### config.mk
export PLATFORM = sky130hd
export DESIGN_NAME = tfr_tx_framer
export DESIGN_NICKNAME = d
export VERILOG_FILES = /design/src/rtl/tfr_pkg.sv /design/src/rtl/tfr_lane_balancer.sv /design/src/rtl/tfr_mode_ctrl.sv /design/src/rtl/tfr_tx_framer.sv
export SDC_FILE = /design/constraint.sdc
export NUM_CORES = 1
export LEC_CHECK = 0
export ABC_AREA = 1
export ABC_CLOCK_PERIOD_IN_PS = 8400
export CAP_MARGIN = 10
export CORE_ASPECT_RATIO = 0.9
export CORE_MARGIN = 1.5
export CORE_UTILIZATION = 43
export CTS_CLUSTER_DIAMETER = 120
export DETAILED_ROUTE_END_ITERATION = 8
export PLACE_DENSITY = 0.66
export SLEW_MARGIN = 30
export SYNTH_ARGS = -nofsm -noshare
export SYNTH_HDL_FRONTEND = slang
export SYNTH_SLANG_ARGS = --single-unit
### constraint.sdc
create_clock -name clk -period 8.4 [get_ports clk]
set_input_delay 1.68 -clock clk [delete_from_list [all_inputs] [get_ports clk]]
set_output_delay 1.68 -clock clk [all_outputs]
set_load 0.005 [all_outputs]
### src/rtl/tfr_pkg.sv
// Shared constants for the transmit framer.
// Assumes seven slots per frame: six payload bits plus one balance bit.
package tfr_pkg;
    localparam int SLOTS = 7;
    localparam int DBITS = SLOTS - 1;
    localparam int RD_W  = 4;

    typedef logic [SLOTS-1:0] slot_word_t;

    // Slot 0 is at the LSB, so send order reads right to left.
    localparam slot_word_t PAT_DAT_A = 7'b0001111;  // 1111000
    localparam slot_word_t PAT_DAT_B = 7'b0000111;  // 1110000
    localparam slot_word_t PAT_TRN_A = 7'b0011111;  // 1111100
    localparam slot_word_t PAT_TRN_B = 7'b0000011;  // 1100000

    // Running disparity limits, given in the width of the intermediate sum.
    localparam logic signed [5:0] SUM_MAX = 6'sd7;
    localparam logic signed [5:0] SUM_MIN = -6'sd6;
endpackage

### src/rtl/tfr_lane_balancer.sv
// Per-lane balance encoder. It picks between sending the six payload bits
// as they are or inverted, based on a running disparity that is kept inside
// this block. The code word is combinational; the running disparity moves
// only when 'adv' says the code word is actually being sent.
module tfr_lane_balancer
    import tfr_pkg::*;
(
    input  logic             clk,
    input  logic             rst_n,
    input  logic             adv,
    input  logic [DBITS-1:0] data,
    output slot_word_t       code
);
    logic signed [RD_W-1:0] rd_q;
    logic signed [RD_W-1:0] rd_d;
    logic [2:0]             ones;
    logic signed [5:0]      disp;
    logic signed [5:0]      rd_ext;
    logic signed [5:0]      delta;
    logic signed [5:0]      sum;
    logic                   invert;

    // Payload disparity, invert choice and clamped next running disparity.
    always_comb begin
        ones   = 3'($countones(data));
        disp   = $signed({2'b00, ones, 1'b0}) - 6'sd6;
        invert = (rd_q == 4'sd0) ||
                 ((rd_q > 4'sd0) && (disp > 6'sd0)) ||
                 ((rd_q < 4'sd0) && (disp <= 6'sd0));
        rd_ext = {{2{rd_q[RD_W-1]}}, rd_q};
        delta  = invert ? (6'sd1 - disp) : (disp - 6'sd1);
        sum    = rd_ext + delta;
        if (sum > SUM_MAX)      rd_d = 4'sd7;
        else if (sum < SUM_MIN) rd_d = -4'sd6;
        else                    rd_d = sum[RD_W-1:0];
        code = {invert, data ^ {DBITS{invert}}};
    end

    // Running disparity register; it is frozen in frames that are not sent.
    always_ff @(posedge clk) begin
        if (!rst_n)   rd_q <= '0;
        else if (adv) rd_q <= rd_d;
    end

    p_rd_range_r4: assert property (@(posedge clk) disable iff (!rst_n)
        (rd_q <= 4'sd7) && (rd_q >= -4'sd6));

    p_rd_hold_r5: assert property (@(posedge clk) disable iff (!rst_n)
        !adv |=> $stable(rd_q));
endmodule

### src/rtl/tfr_mode_ctrl.sv
// Mode control: brings the training request into the clock domain, holds
// training for a minimum number of frames, and toggles the frame phase that
// selects between the two patterns of each pair. Assumes SYNC_STAGES >= 2
// and MIN_TRAIN >= 2.
module tfr_mode_ctrl #(
    parameter int SYNC_STAGES = 2,
    parameter int MIN_TRAIN   = 4
) (
    input  logic clk,
    input  logic rst_n,
    input  logic train_req_n,
    output logic train_act,
    output logic phase
);
    localparam int CNT_W = $clog2(MIN_TRAIN + 1);

    logic [SYNC_STAGES-1:0] sync_q;
    logic [CNT_W-1:0]       hold_q;
    logic                   req;

    assign req = !sync_q[SYNC_STAGES-1];

    // Request synchronizer; resets to the idle (high) level.
    always_ff @(posedge clk) begin
        if (!rst_n) sync_q <= '1;
        else        sync_q <= {sync_q[SYNC_STAGES-2:0], train_req_n};
    end

    // Enter on request, stay until the hold count is used up and the request is gone.
    always_ff @(posedge clk) begin
        if (!rst_n) begin
            train_act <= 1'b0;
            hold_q    <= '0;
        end else if (!train_act) begin
            if (req) begin
                train_act <= 1'b1;
                hold_q    <= CNT_W'(MIN_TRAIN - 1);
            end
        end else if (hold_q != '0) begin
            hold_q <= hold_q - 1'b1;
        end else if (!req) begin
            train_act <= 1'b0;
        end
    end

    // Frame phase toggles every frame in every mode.
    always_ff @(posedge clk) begin
        if (!rst_n) phase <= 1'b0;
        else        phase <= !phase;
    end

    p_enter_r6: assert property (@(posedge clk) disable iff (!rst_n)
        (!train_act && req) |=> train_act);

    p_min_hold_r7: assert property (@(posedge clk) disable iff (!rst_n)
        (train_act && (hold_q != '0)) |=> train_act);

    p_phase_alt_r3: assert property (@(posedge clk) disable iff (!rst_n)
        1'b1 |=> (phase != $past(phase)));
endmodule

### src/rtl/tfr_tx_framer.sv
// Transmit framer top. It registers the input word, encodes each six-bit
// lane slice through its own balancer, and registers the lane words, the
// clock-lane pattern and the output enable. Latency from word to lanes is
// two edges. Training and power-down act on whole frames only.
module tfr_tx_framer
    import tfr_pkg::*;
#(
    parameter int LANES       = 8,
    parameter int SYNC_STAGES = 2,
    parameter int MIN_TRAIN   = 4
) (
    input  logic                     clk,
    input  logic                     rst_n,
    input  logic [LANES*DBITS-1:0]   din,
    input  logic                     train_req_n,
    input  logic                     pd_n,
    output logic [LANES*SLOTS-1:0]   tx_lanes,
    output logic [SLOTS-1:0]         tx_clk_lane,
    output logic                     tx_oe
);
    localparam int WORD = LANES * DBITS;
    localparam int OUTW = LANES * SLOTS;

    logic [WORD-1:0] data_q;
    logic [OUTW-1:0] codes;
    logic            train_act;
    logic            phase;
    logic            enc_use;

    // Input word register; its content is used only in data frames.
    always_ff @(posedge clk) begin
        if (!rst_n) data_q <= '0;
        else        data_q <= din;
    end

    tfr_mode_ctrl #(
        .SYNC_STAGES (SYNC_STAGES),
        .MIN_TRAIN   (MIN_TRAIN)
    ) u_mode (
        .clk         (clk),
        .rst_n       (rst_n),
        .train_req_n (train_req_n),
        .train_act   (train_act),
        .phase       (phase)
    );

    assign enc_use = !train_act && pd_n;

    for (genvar k = 0; k < LANES; k++) begin : g_lane
        tfr_lane_balancer u_bal (
            .clk   (clk),
            .rst_n (rst_n),
            .adv   (enc_use),
            .data  (data_q[k*DBITS +: DBITS]),
            .code  (codes[k*SLOTS +: SLOTS])
        );
    end

    // Output frame register: mode picks the patterns, power-down blanks everything.
    always_ff @(posedge clk) begin
        if (!rst_n || !pd_n) begin
            tx_lanes    <= '0;
            tx_clk_lane <= '0;
            tx_oe       <= 1'b0;
        end else begin
            tx_oe <= 1'b1;
            if (train_act) begin
                tx_clk_lane <= phase ? PAT_TRN_B : PAT_TRN_A;
                tx_lanes    <= {LANES{phase ? PAT_DAT_B : PAT_DAT_A}};
            end else begin
                tx_clk_lane <= phase ? PAT_DAT_B : PAT_DAT_A;
                tx_lanes    <= codes;
            end
        end
    end

    p_pd_quiet_r8: assert property (@(posedge clk) disable iff (!rst_n)
        !pd_n |=> (!tx_oe && (tx_lanes == '0) && (tx_clk_lane == '0)));

    p_clk_legal_r3: assert property (@(posedge clk) disable iff (!rst_n)
        tx_oe |-> ((tx_clk_lane == PAT_DAT_A) || (tx_clk_lane == PAT_DAT_B) ||
                   (tx_clk_lane == PAT_TRN_A) || (tx_clk_lane == PAT_TRN_B)));

    p_train_a_r5: assert property (@(posedge clk) disable iff (!rst_n)
        (tx_oe && (tx_clk_lane == PAT_TRN_A)) |-> (tx_lanes == {LANES{PAT_DAT_A}}));

    p_train_b_r5: assert property (@(posedge clk) disable iff (!rst_n)
        (tx_oe && (tx_clk_lane == PAT_TRN_B)) |-> (tx_lanes == {LANES{PAT_DAT_B}}));
endmodule

# --- Word level (Yosys, flattened, before mapping) ---
# Cells that the tools add are included.
op_classes:
  reduce_logical: 48
  n_bitwise: 8
  order_cmp: 48
  addsub: 73
  n_mux: 35
  eq_ne: 2
ops:
  columns: ["op", "n"]
  rows:
  - ["4-bit two-way mux", 17]
  - ["56-bit two-way mux", 1]
  - ["1-bit by 1-bit adder with 2-bit output", 24]
  - ["3-bit adder", 16]
  - ["4-bit by 6-bit adder with 6-bit output", 8]
  - ["6-bit by 1-bit > comparator with 1-bit output, second input constant", 8]
  - ["6-bit by 4-bit > comparator with 1-bit output, second input constant", 8]
  - ["6-bit by 1-bit less-or-equal comparator with 1-bit output, second input constant", 8]
  - ["6-bit by 4-bit < comparator with 1-bit output, second input constant", 8]
  - ["6-bit two-way mux", 8]
  - ["2-bit by 6-bit subtractor with 6-bit output, first input constant", 8]
  - ["6-bit by 2-bit subtractor with 6-bit output, second input constant", 8]
  - ["6-bit bitwise XOR", 8]
  - ["4-bit by 3-bit subtractor with 5-bit output, second input constant", 8]
  - ["4-bit by 1-bit > comparator with 1-bit output, second input constant", 8]
  - ["4-bit zero test", 8]
  - ["4-bit by 1-bit < comparator with 1-bit output, second input constant", 8]
  - ["1-bit logical AND", 17]
  - ["1-bit logical OR", 17]
  - ["5-bit two-way mux", 2]
  - ["3-bit two-way mux", 3]
  - ["1-bit zero test", 4]
  - ["1-bit two-way mux", 4]
  - ["3-bit nonzero test", 1]
  - ["4 further kinds", 4]
word_totals:
  output_inout_bits: 64
  inputBits: 52
  register_bits: 151
  elab_cells: 230

# --- Longest topological paths before layout ---
# Gate-level depths: netlist of run 1.
depth:
  word_depth: 13
  depth_mapped: 21
  ltp_nobuf: 21

# --- By module ---
# Synthesis of run 1 repeated with hierarchy kept, for this count alone.
hier_totals:
  cells_unflattened: 1108
  hier_area_um2: 8501.9
by_module_without_submodules:
  columns: ["mod", "cells_per_inst", "area_each_um2", "seq_area_each_um2", "n_inst"]
  rows:
  - ["tfr_tx_framer", 346, 3099.2, 2182.1, 1]
  - ["tfr_lane_balancer (g_lane[0].u_bal ...)", 91, 658.1, 80.1, 4]
  - ["tfr_lane_balancer (g_lane[4].u_bal ...)", 91, 621.8, 80.1, 4]
  - ["tfr_mode_ctrl", 34, 282.8, 140.1, 1]

# --- Worst setup path before layout of run 1 ---
# No wires, ideal clock.
synth_path:
  kind: "register to register"
  start: "reg data_q[16]"
  end: "reg g_lane[2].u_bal.rd_q[1]"
  slack_ns: 5.071
  setup_ns: 0.115
  required_time_ns: 8.285
  synth_period_minus_slack_ns: 3.329
  arrival_time_ns: 3.214
  path_stages_with_launch: 19
  path_buffers: 0
  path_cell_list: "dfxtp_1 > ha_1 > inv_1 > fa_1 > inv_1 > ha_1 > xor2_2 > xor2_2 > nand2_4 > xor2_1 > ha_1 > a21oi_1 > nand2_1 > o21ai_0 > inv_1 > nand2_1 > nand3_1 > nor2_1 > nor2_1"
synth_between:
  elab_chain_cells: 12
  word_cells_on_any_way: 17
  cone_classes: "add/sub: 6; order compare: 4; mux: 3; reduce/logical: 4"
synth_lines:
  columns: ["item", "line_no", "rtl"]
  rows:
  - ["start: declaration", "tfr_tx_framer.sv:24", "logic [WORD-1:0] data_q;"]
  - ["start signal: assignment", "tfr_tx_framer.sv:33", "else data_q <= din;"]
  - ["1-bit by 1-bit adder with 2-bit output (not written as such) (*)", "tfr_lane_balancer.sv:25", "ones = 3'($countones(data));"]
  - ["3-bit adder (not written as such) (*)", "tfr_lane_balancer.sv:25", null]
  - ["4-bit by 3-bit subtractor with 5-bit output (*)", "tfr_lane_balancer.sv:26", "disp = $signed({2'b00, ones, 1'b0}) - 6'sd6;"]
  - ["6-bit by 1-bit > comparator with 1-bit output", "tfr_lane_balancer.sv:28", "((rd_q > 4'sd0) && (disp > 6'sd0)) ||"]
  - ["1-bit logical AND", "tfr_lane_balancer.sv:28", null]
  - ["1-bit logical OR", "tfr_lane_balancer.sv:27", "invert = (rd_q == 4'sd0) ||"]
  - ["1-bit logical OR", "tfr_lane_balancer.sv:28", null]
  - ["6-bit two-way mux (*)", "tfr_lane_balancer.sv:31", "delta = invert ? (6'sd1 - disp) : (disp - 6'sd1);"]
  - ["4-bit by 6-bit adder with 6-bit output (*)", "tfr_lane_balancer.sv:32", "sum = rd_ext + delta;"]
  - ["6-bit by 4-bit < comparator with 1-bit output", "tfr_lane_balancer.sv:34", "else if (sum < SUM_MIN) rd_d = -4'sd6;"]
  - ["4-bit two-way mux", "tfr_lane_balancer.sv:34", null]
  - ["4-bit two-way mux (*)", "tfr_lane_balancer.sv:33", "if (sum > SUM_MAX) rd_d = 4'sd7;"]
  - ["end signal: assignment", "tfr_lane_balancer.sv:42", "else if (adv) rd_q <= rd_d;"]
  - ["end: declaration", "tfr_lane_balancer.sv:14", "logic signed [RD_W-1:0] rd_q;"]
# Mark *: on every way between the ends. The rest lies on a longest branch, timed or not.
# A chain may end at the register's enable or synchronous reset.

==> qor.csv, run 1 <==
metric,value,unit
Setup crit start kind,primary input,
Skew-Pair Late Insertion Delay,0.43,ns
number of enable flip-flop cells after synthesis,0,
TritonCTS clock tree,yes,
"critical path, cell by cell",buf_2 -> buf_4 -> nand2_1 -> nor2_2 -> clkinv_1 -> o21ai_0,
cell taking the most area after synthesis,sky130_fd_sc_hd__dfxtp_1,
Leak,5.812,nW
Bufs and invs on worst path,3,
part of the cycle the worst path needs,43.86,%
Min-Delay Path Class,flip-flop to flip-flop,
Final Instance Count excl. Fillers,1595,
number of iterations in the first detailed-routing pass,5,
Post-synth top flop,sky130_fd_sc_hd__dfxtp_1,
count of instances resized after the clock tree is built,0,
Crit path largest cell delay,0.74,ns
clock share of power,17.9,%
proportion of synthesized chip area in sequential cells,33.86,%
"count leader, synth",sky130_fd_sc_hd__nand2_1,
total negative slack for setup checks,0,ns
path type of the worst setup path,primary input to flip-flop,
CTS buffer count,17,
Ports,116,
net count reported at finish,1469,
summed instance area of the synthesized netlist,8751,µm²
Pwr Total,0.004395,W
number of setup buffers added after CTS,0,
overall overflow remaining after global route,0,
unrepaired setup endpoints after global routing,false,
Internal,0.002369,W
max-slew violation count,0,
clock root buffer,sky130_fd_sc_hd__clkbuf_16,
worst-margin pin slew,0.9254,ns
Post-Route WL,17.72,mm
synthesis-to-layout area growth,22.31,%
share of power burned in combinational logic,60.7,%
die height,138.3,µm
Routed Antenna Nets,0,
Final GP Congestion,0.8288,
Synth async-reset ratio,0,%
first-pass GRT wire length,30.33,mm
sequential share of power,21.4,%
number of distinct library cells after synthesis,31,
clock transition at the registers of the reported paths,0.06,ns
floorplan die area,21220,µm²
Critical-path top delay cell,sky130_fd_sc_hd__clkinv_1,
share of post-route cells with drive strength above 1,6.045,%
chip width,153.4,µm
Slew Limit Headroom,37.92,%
initial core utilization,43.78,%
maximum vdd drop,205.5,µV
Final setup violation count,0,
crit end category,flip-flop,
Cell Pwr Density,410.7,nW/µm²
Switching Fraction,46.11,%
layout filler cell count,1911,
net switching component of the power,0.002026,W
number of hold violations in the final report,0,
area of combinational cells with multiple inputs,4534,µm²
post-synthesis register bit count,148,
post-layout util,53.55,%
list of most frequent post-synthesis cells,"sky130_fd_sc_hd__nand2_1, sky130_fd_sc_hd__inv_1, sky130_fd_sc_hd__dfxtp_1",
area fraction of the dominant cell type after synthesis,33.86,%
CP top delay family,buffers and inverters,
skew final,0.007885,ns
number of buffers inserted by hold repair at cts,0,
maximum clock frequency,271.4,MHz
Std-Cell Core Area,19990,µm²
mean instance size in the synthesized netlist,7.185,µm²
number of global-route vias before repair,6657,
average routed wire per standard cell,11.11,µm
HPWL after detailed placement,12.65,mm
number of warnings printed during yosys synthesis,0,
most area-consuming cells after synthesis,"sky130_fd_sc_hd__dfxtp_1, sky130_fd_sc_hd__nand2_1, sky130_fd_sc_hd__inv_1, sky130_fd_sc_hd__ha_1, sky130_fd_sc_hd__nand3_1",
Worst EP required,8.73,ns
minimum clock period after layout,3.685,ns
dpl cells,1563,
floorplan row count,49,
first-iteration detailed-routing DRC count,318,
PortBufs,113,
level count of the clock H-tree,4,
synthesized instance count,1218,
Reg area,2963,µm²
total placed instance area,10090,µm²
Sink Count,148,
total number of vias,7273,
run status,finished clean,
"Design Area, Final",10700,µm²
largest net degree at the start of global routing,79,
Total Routing Usage GR,17.45,%
largest fanout on the critical path,78,
Antenna Cells,0,
number of antenna violations at the first check in global routing,0,
WP data arrival,4.01,ns
Max Root-Sink Buffers,2,
final routed DRC violation total,0,
via-per-instance ratio,4.560,
count of max-cap constraint violations,0,
## registers in the layout, indices dropped and copies added (netlist names)
signal	cells
data_q	48
g_lane.u_bal.rd_q	32
tx_clk_lane	4
tx_lanes	56
tx_oe	1
u_mode.hold_q	3
u_mode.phase	1
u_mode.sync_q	2
u_mode.train_act	1
## cell type report
cell class                 instances  area share (%)
timing repair buffer             115           10.66
clock inverter                    13           1.637
inverter                         302           10.63
sequential                       148           27.68
tap                              255           2.981
clock buffer                      19           4.045
multi-input combinational        743           42.37
## path summary, 6_finish.rpt
kind,from,endpoint,slack (ns),depth (start not counted)
max,rst_n,g_lane[2].u_bal.rd_q[3]$_SDFFE_PN0P_,4.72,6
min,u_mode.sync_q[0]$_SDFF_PN1_,u_mode.sync_q[1]$_SDFF_PN1_,0.41,1
max reg2reg,data_q[16]$_SDFF_PN0_,g_lane[2].u_bal.rd_q[1]$_SDFFE_PN0P_,4.76,18
min reg2reg,u_mode.sync_q[0]$_SDFF_PN1_,u_mode.sync_q[1]$_SDFF_PN1_,0.41,1
## power groups by stage
| stage | clock (W) | combinational, W | sequential [W] |
|---|---|---|---|
| after floorplan | 0 | 0.00210 | 0.000934 |
| after global placement | 0 | 0.00258 | 0.000956 |
| after detailed placement | 0 | 0.00264 | 0.000955 |
| after CTS | 0.000805 | 0.00267 | 0.000942 |
| after global routing | 0.000840 | 0.00311 | 0.000958 |
| final | 0.000786 | 0.00267 | 0.000942 |
## cell families (layout without fill, tap and decap cells)
family | count (synthesis) | count (layout) | synth area share (%)
simple gates | 500 | 500 | 24.42
buf+inv | 328 | 449 | 14.37
flops | 148 | 148 | 33.86
compound gates | 111 | 111 | 6.577
fa+ha+maj | 90 | 90 | 14.93
xor+xnor | 40 | 40 | 5.805
other cells | 1 | 2 | 0.04285
## routing by layer
layer | GRT usage (%) | vias to the layer above | share of wire (%) | routed length [µm]
met5 | 0 | - | 0 | 0
met1 | 22.94 | 3239 | 49 | 8629
met3 | 3.793 | 16 | 4.1 | 731
met4 | 5.416 | 0 | 1.2 | 217
met2 | 28.68 | 131 | 46 | 8144
li1 | - | 3887 | - | -
## stage by stage
| stage | hold WS [ns] | setup WS (ns) |
|---|---|---|
| after floorplan | 0.3925 | 5.071 |
| after global placement | 0.3980 | 4.779 |
| after detailed placement | 0.4026 | 4.677 |
| after CTS | 0.4189 | 4.758 |
| after global routing | 0.4590 | 4.361 |
| final | 0.4140 | 4.715 |
## layout by cell type (no fill, tap or decap), types with 2 or more instances in the layout
master	count
sky130_fd_sc_hd__a21oi_1	78
sky130_fd_sc_hd__a31oi_1	2
sky130_fd_sc_hd__buf_4	2
sky130_fd_sc_hd__bufinv_16	3
sky130_fd_sc_hd__clkbuf_1	2
sky130_fd_sc_hd__clkbuf_16	17
sky130_fd_sc_hd__clkdlybuf4s50_1	112
sky130_fd_sc_hd__clkinv_2	4
sky130_fd_sc_hd__clkinv_4	5
sky130_fd_sc_hd__conb_1	2
sky130_fd_sc_hd__dfxtp_1	148
sky130_fd_sc_hd__fa_1	24
sky130_fd_sc_hd__ha_1	66
sky130_fd_sc_hd__inv_1	291
sky130_fd_sc_hd__inv_2	7
sky130_fd_sc_hd__inv_6	2
sky130_fd_sc_hd__nand2_1	308
sky130_fd_sc_hd__nand2_4	7
sky130_fd_sc_hd__nand3_1	135
sky130_fd_sc_hd__nand3b_1	3
sky130_fd_sc_hd__nor2_1	36
sky130_fd_sc_hd__o211ai_1	4
sky130_fd_sc_hd__o21ai_0	24
sky130_fd_sc_hd__or2_0	2
sky130_fd_sc_hd__or2_2	7
sky130_fd_sc_hd__xnor2_1	2
sky130_fd_sc_hd__xnor2_2	7
sky130_fd_sc_hd__xor2_1	17
sky130_fd_sc_hd__xor2_2	14
No activity file was read; power rests on OpenSTA's default activity.
==> inputs of run 2 (changes only) <==
ABC_CLOCK_PERIOD_IN_PS = 3150   (was 8400)
PLACE_DENSITY = 0.68   (was 0.66)
clock period = 3.15 ns   (was 8.4 ns; I/O delays follow)
==> run 2 against run 1 <==
Net effect: setup slack got worse by 4.9 ns; worst hold slack improved by 0.0073 ns; global-route usage rose by 2.1 points; die area did not move; utilization rose by 10 points; final area rose by 19%; cell count rose by 8.1%; register-to-register slack got worse by 4.9 ns; critical endpoint is now g_lane[5].u_bal.rd_q[1]$_SDFFE_PN0P_; highest routed layer unchanged; the flow now finishes with violations (negative setup slack); via count rose by 10%; total power rose to 3.5 times the previous value; wire length rose by 20%; clock skew fell by 0.0022 ns.
==> qor.csv, run 2 (synthesis results as in run 1) <==
metric,value,unit
maximum vdd drop,568.8,µV
share of post-route cells with drive strength above 1,29.00,%
part of the cycle the worst path needs,104.6,%
path type of the worst setup path,flip-flop to flip-flop,
failing checks,negative setup slack,
first-pass GRT wire length,33.89,mm
maximum clock frequency,303.4,MHz
CTS buffer count,17,
Crit Reg-Reg Startpoint,data_q[31]$_SDFF_PN0_,
die height,138.3,µm
reg-to-reg critical path endpoint,g_lane[5].u_bal.rd_q[1]$_SDFFE_PN0P_,
level count of the clock H-tree,4,
skew final,0.005648,ns
path depth of the worst reg2reg path,18,
floorplan row count,49,
crit end category,flip-flop,
post-layout util,63.61,%
Std-Cell Core Area,19990,µm²
max-slew violation count,0,
Setup crit start kind,flip-flop,
Cell Pwr Density,1214,nW/µm²
total number of vias,8009,
Max Root-Sink Buffers,2,
overall overflow remaining after global route,0,
via-per-instance ratio,4.646,
Final GP Congestion,0.8330,
initial core utilization,43.78,%
layout filler cell count,1662,
PortBufs,113,
Routed Antenna Nets,0,
number of hold violations in the final report,0,
first-iteration detailed-routing DRC count,412,
number of global-route vias before repair,7585,
Ports,116,
number of buffers inserted by hold repair at cts,0,
Slew Limit Headroom,36.07,%
minimum clock period after layout,3.296,ns
count of max-cap constraint violations,0,
max FFs per register,56,
clock root buffer,sky130_fd_sc_hd__clkbuf_16,
synthesis-to-layout area growth,45.28,%
floorplan die area,21220,µm²
startpoint of the lowest-slack hold path,u_mode.sync_q[0]$_SDFF_PN1_,
number of antenna violations at the first check in global routing,0,
WP data arrival,3.61,ns
Worst Slack Setup Final,-0.1461,ns
largest registers in the final layout,"tx_lanes: 56 flops, data_q: 48 flops, g_lane.u_bal.rd_q: 32 flops",
clock transition at the registers of the reported paths,0.06,ns
Min-Delay Path Class,flip-flop to flip-flop,
"commonest non-fill, non-tap cells in the layout","sky130_fd_sc_hd__nand2_1, sky130_fd_sc_hd__inv_1, sky130_fd_sc_hd__buf_4, sky130_fd_sc_hd__clkdlybuf4s50_1, sky130_fd_sc_hd__nand3_1",
Hold Path Stages,1,
TritonCTS clock tree,yes,
final routed DRC violation total,0,
Leak,6.470,nW
Post-Route WL,21.27,mm
worst-case hold path end point,u_mode.sync_q[1]$_SDFF_PN1_,
total negative slack for setup checks,-1.450,ns
run status,"finished, violations left",
Total Routing Usage GR,19.51,%
Skew-Pair Late Insertion Delay,0.42,ns
"most common cell after layout, fill and taps aside",sky130_fd_sc_hd__nand2_1,
net count reported at finish,1598,
Final setup violation count,23,
unrepaired setup endpoints after global routing,true,
Biggest register,tx_lanes,
largest fanout on the critical path,5,
worst-margin pin slew,0.9530,ns
Worst EP required,3.47,ns
chip width,153.4,µm
HPWL after detailed placement,13.49,mm
setup slack on the worst flop-to-flop path,-0.15,ns
largest net degree at the start of global routing,77,
number of iterations in the first detailed-routing pass,5,
Sink Count,148,
Antenna Cells,0,
average routed wire per standard cell,12.33,µm
run 2: cell count changes in the layout (fill, tap and decap cells not counted), sizes merged:
cell / previous run / this run
buf: 3 / 132
bufinv: 3 / 2
clkbuf: 19 / 17
clkinv: 10 / 6
inv: 301 / 308
run 2: worst max-delay path by stage:
stage,slack (ns),to,cells after the start,from
after global placement,-0.14,g_lane[5].u_bal.rd_q[1]$_SDFFE_PN0P_,18,data_q[35]$_SDFF_PN0_
final,-0.15,g_lane[5].u_bal.rd_q[1]$_SDFFE_PN0P_,18,data_q[31]$_SDFF_PN0_
after floorplan,-0.04,g_lane[2].u_bal.rd_q[1]$_SDFFE_PN0P_,20,data_q[16]$_SDFF_PN0_
after global routing,-0.33,g_lane[1].u_bal.rd_q[1]$_SDFFE_PN0P_,21,data_q[6]$_SDFF_PN0_
after CTS,-0.11,g_lane[3].u_bal.rd_q[1]$_SDFFE_PN0P_,20,data_q[19]$_SDFF_PN0_
after detailed placement,-0.19,g_lane[5].u_bal.rd_q[1]$_SDFFE_PN0P_,18,data_q[35]$_SDFF_PN0_
run 2: through the flow:
step / hold WS (ns) / cell area, µm² / setup slack, ns / total power (W) / cells
floorplan: 0.3925 / 8815 / -0.03696 / 0.008226 / 1219
global placement: 0.4006 / 10780 / -0.1353 / 0.01052 / 1647
detailed placement: 0.4094 / 10780 / -0.1944 / 0.01063 / 1647
CTS: 0.4225 / 11990 / -0.1075 / 0.01353 / 1708
global route: 0.4332 / 12710 / -0.3324 / 0.01683 / 1724
finish: 0.4213 / 12710 / -0.1461 / 0.01543 / 1724
run 2: worst max-delay path, cell delays in order (launching register included):
cell and delay [ns]:
sky130_fd_sc_hd__dfxtp_2 0.35, sky130_fd_sc_hd__ha_4 0.13, sky130_fd_sc_hd__inv_2 0.03, sky130_fd_sc_hd__fa_1 0.54
sky130_fd_sc_hd__inv_2 0.05, sky130_fd_sc_hd__ha_4 0.17, sky130_fd_sc_hd__xor2_4 0.19, sky130_fd_sc_hd__xor2_2 0.22
sky130_fd_sc_hd__nand2_4 0.11, sky130_fd_sc_hd__xor2_1 0.32, sky130_fd_sc_hd__ha_4 0.29, sky130_fd_sc_hd__a21oi_4 0.18
sky130_fd_sc_hd__nand3_2 0.09, sky130_fd_sc_hd__o21ai_2 0.08, sky130_fd_sc_hd__inv_1 0.08, sky130_fd_sc_hd__nand2_1 0.09
sky130_fd_sc_hd__nand2_1 0.07, sky130_fd_sc_hd__nor2_1 0.12, sky130_fd_sc_hd__nor2_1 0.04
run 2: where the power goes:
| group | total, W | switching, W | internal (W) |
|---|---|---|---|
| combinational | 0.0108 | 0.00584 | 0.00492 |
| sequential | 0.00256 | 0.000322 | 0.00224 |
| clock | 0.00211 | 0.000901 | 0.00121 |
| total | 0.0154 | 0.00706 | 0.00837 |
run 2: per-layer routing:
| metal | vias up | track usage, % | routed length (µm) |
|---|---|---|---|
| met5 | - | 0 | 0 |
| met2 | 164 | 35.05 | 10990 |
| li1 | 4135 | - | - |
| met3 | 30 | 3.730 | 699 |
| met1 | 3680 | 23.69 | 9167 |
| met4 | 0 | 5.621 | 410 |
run 2: timing repair:
action,4_1_cts,5_1_grt
gates resized for setup,123,135
gates cloned,0,0
pin swaps,77,82
setup buffers,29,16
endpoints found under the setup margin,31,32
run 2: layout make-up:
class | instances | area, µm² | area share, %
sequential | 148 | 3018 | 23.74
multi-input combinational | 743 | 5513 | 43.36
inverter | 302 | 1137 | 8.946
tap | 255 | 319.1 | 2.510
timing repair buffer | 244 | 2113 | 16.62
clock inverter | 15 | 187.7 | 1.476
clock buffer | 17 | 425.4 | 3.346
==> inputs of run 3 (changes only) <==
SETUP_SLACK_MARGIN = 0.4   (was default)
==> run 3 against run 2 <==
Net effect: the run still ends with negative setup slack left; setup slack lost 0.090 ns; worst hold slack gained 0.0055 ns; clock power grew 15%; sequential share of layout area shrank 0.26 points; maximum frequency shrank 2.7%; flip-flop and latch count is the same; global-route usage grew 0.80 points; utilization grew 0.94 points; wire length grew 1.1%; clock-buffer cell count grew 8; first-iteration DRC count shrank 2.2%; critical path depth grew 2.
==> qor.csv, run 3 (synthesis results as in run 1) <==
metric,value,unit
run status,"finished, violations left",
failing checks,negative setup slack,
maximum clock frequency,295.3,MHz
chip width,153.4,µm
synthesis-to-layout area growth,47.43,%
PortBufs,113,
total number of vias,8025,
die height,138.3,µm
Leak,6.512,nW
worst setup timing slack at the placement stage,-0.1452,ns
minimum clock period after layout,3.387,ns
Critical-path top delay cell,sky130_fd_sc_hd__fa_1,
"commonest non-fill, non-tap cells in the layout","sky130_fd_sc_hd__nand2_1, sky130_fd_sc_hd__inv_1, sky130_fd_sc_hd__buf_4, sky130_fd_sc_hd__clkdlybuf4s50_1, sky130_fd_sc_hd__dfxtp_1",
TritonCTS clock tree,yes,
Routed Antenna Nets,0,
WP data arrival,3.71,ns
Crit Reg-Reg Startpoint,data_q[19]$_SDFF_PN0_,
Sink Count,148,
first-iteration detailed-routing DRC count,403,
path type of the worst setup path,flip-flop to flip-flop,
Slew Limit Headroom,56.00,%
final routed DRC violation total,0,
clock root buffer,sky130_fd_sc_hd__clkbuf_16,
Total Routing Usage GR,20.31,%
CP top delay family,adder cells,
Bufs and invs on worst path,4,
clock share of power,14.9,%
average routed wire per standard cell,12.53,µm
CTS buffer count,17,
"most common cell after layout, fill and taps aside",sky130_fd_sc_hd__nand2_1,
number of iterations in the first detailed-routing pass,7,
Final setup violation count,15,
clock transition at the registers of the reported paths,0.06,ns
dominant cell type by count on the critical path,sky130_fd_sc_hd__inv_2,
number of stages on the worst setup path,20,
Max Root-Sink Buffers,2,
layout filler cell count,1638,
largest net degree at the start of global routing,59,
max-slew violation count,0,
unrepaired setup endpoints after global routing,true,
crit end category,flip-flop,
number of antenna violations at the first check in global routing,0,
initial core utilization,43.78,%
Internal,0.009045,W
Worst EP required,3.47,ns
"critical path, cell by cell",ha_4 -> inv_2 -> fa_1 -> inv_2 -> ha_4 -> xor2_4 -> xor2_2 -> nand2_4 -> xnor2_4 -> inv_2 -> fa_2 -> nand3b_1 -> nand2_1 -> nand2_1 -> nand2_2 -> nand3_2 -> nand2_2 -> inv_1 -> nor2_1 -> nor2_1,
floorplan row count,49,
largest registers in the final layout,"tx_lanes: 56 flops, data_q: 48 flops, g_lane.u_bal.rd_q: 32 flops",
total negative slack for setup checks,-1.644,ns
maximum vdd drop,524.6,µV
largest fanout on the critical path,4,
end point of the critical path,g_lane[3].u_bal.rd_q[1]$_SDFFE_PN0P_,
Antenna Cells,0,
level count of the clock H-tree,4,
share of post-route cells with drive strength above 1,30.60,%
part of the cycle the worst path needs,107.5,%
worst-margin pin slew,0.6590,ns
Setup crit start kind,flip-flop,
reg-to-reg critical path endpoint,g_lane[3].u_bal.rd_q[1]$_SDFFE_PN0P_,
Worst setup startpoint,data_q[19]$_SDFF_PN0_,
net count reported at finish,1590,
net switching component of the power,0.007234,W
max FFs per register,56,
Skew-Pair Late Insertion Delay,0.43,ns
overall overflow remaining after global route,0,
Worst Slack Setup Final,-0.2365,ns
via-per-instance ratio,4.677,
number of hold violations in the final report,0,
skew final,0.009587,ns
count of max-cap constraint violations,0,
Switching Fraction,44.44,%
Std-Cell Core Area,19990,µm²
first-pass GRT wire length,35.06,mm
Final GP Congestion,0.8246,
Pwr Total,0.01628,W
Biggest register,tx_lanes,
number of global-route vias before repair,7680,
sequential share of power,15.8,%
HPWL after detailed placement,13.63,mm
share of power burned in combinational logic,69.3,%
Ports,116,
Crit path largest cell delay,0.54,ns
Min-Delay Path Class,flip-flop to flip-flop,
setup slack on the worst flop-to-flop path,-0.24,ns
path depth of the worst reg2reg path,20,
floorplan die area,21220,µm²
Cell Pwr Density,1262,nW/µm²
Post-Route WL,21.51,mm
run 3: cell type report:
type	count	area [µm²]	share of cell area, %
inverters	302	1137	8.816
repair buffers	236	2096	16.24
multi-input cells	743	5607	43.46
well taps	255	319.1	2.473
clock inverters	7	187.7	1.455
clock buffers	25	525.5	4.073
flip-flops and latches	148	3029	23.48
run 3: power by group through the flow:
stage,sequential [W],clock [W],combinational [W]
2_1_floorplan,0.00250,0,0.00595
3_3_place_gp,0.00254,0,0.00798
3_5_place_dp,0.00255,0,0.00814
4_1_cts,0.00255,0.00246,0.00963
5_1_grt,0.00261,0.00256,0.0125
6_report,0.00257,0.00243,0.0113
run 3: how the worst min path moves through the flow:
stage	startpoint	to	slack [ns]	cells past startpoint
after floorplan	u_mode.sync_q[0]$_SDFF_PN1_	u_mode.sync_q[1]$_SDFF_PN1_	0.39	1
after global placement	u_mode.sync_q[0]$_SDFF_PN1_	u_mode.sync_q[1]$_SDFF_PN1_	0.40	1
after detailed placement	u_mode.sync_q[0]$_SDFF_PN1_	u_mode.sync_q[1]$_SDFF_PN1_	0.41	1
after CTS	u_mode.sync_q[0]$_SDFF_PN1_	u_mode.sync_q[1]$_SDFF_PN1_	0.43	1
after global routing	u_mode.sync_q[0]$_SDFF_PN1_	u_mode.sync_q[1]$_SDFF_PN1_	0.44	1
final	u_mode.sync_q[0]$_SDFF_PN1_	u_mode.sync_q[1]$_SDFF_PN1_	0.43	1
run 3: what timing repair did:
action	in CTS	in global routing
hold buffers	0	0
buffers inserted	40	15
pin swaps	76	74
setup endpoints to repair	32	32
gates resized for setup	114	105
run 3: per-stage QoR:
step                util, %  hold WS, ns  cell area [µm²]  instances
floorplan                 -       0.3925             9000       1219
global placement      54.18       0.3987            10830       1629
detailed placement    54.18       0.4131            10830       1629
CTS                   61.84       0.4280            12360       1701
global route          64.55       0.4390            12900       1716
finish                64.55       0.4268            12900       1716
run 3: layer usage:
layer  vias up  wire [µm]  global-route usage (%)
met5         -          0                       0
met4         0        476                   6.183
met3        34        779                   4.608
met2       151      10660                   35.48
met1      3727       9594                   24.92
li1       4113          -                       -
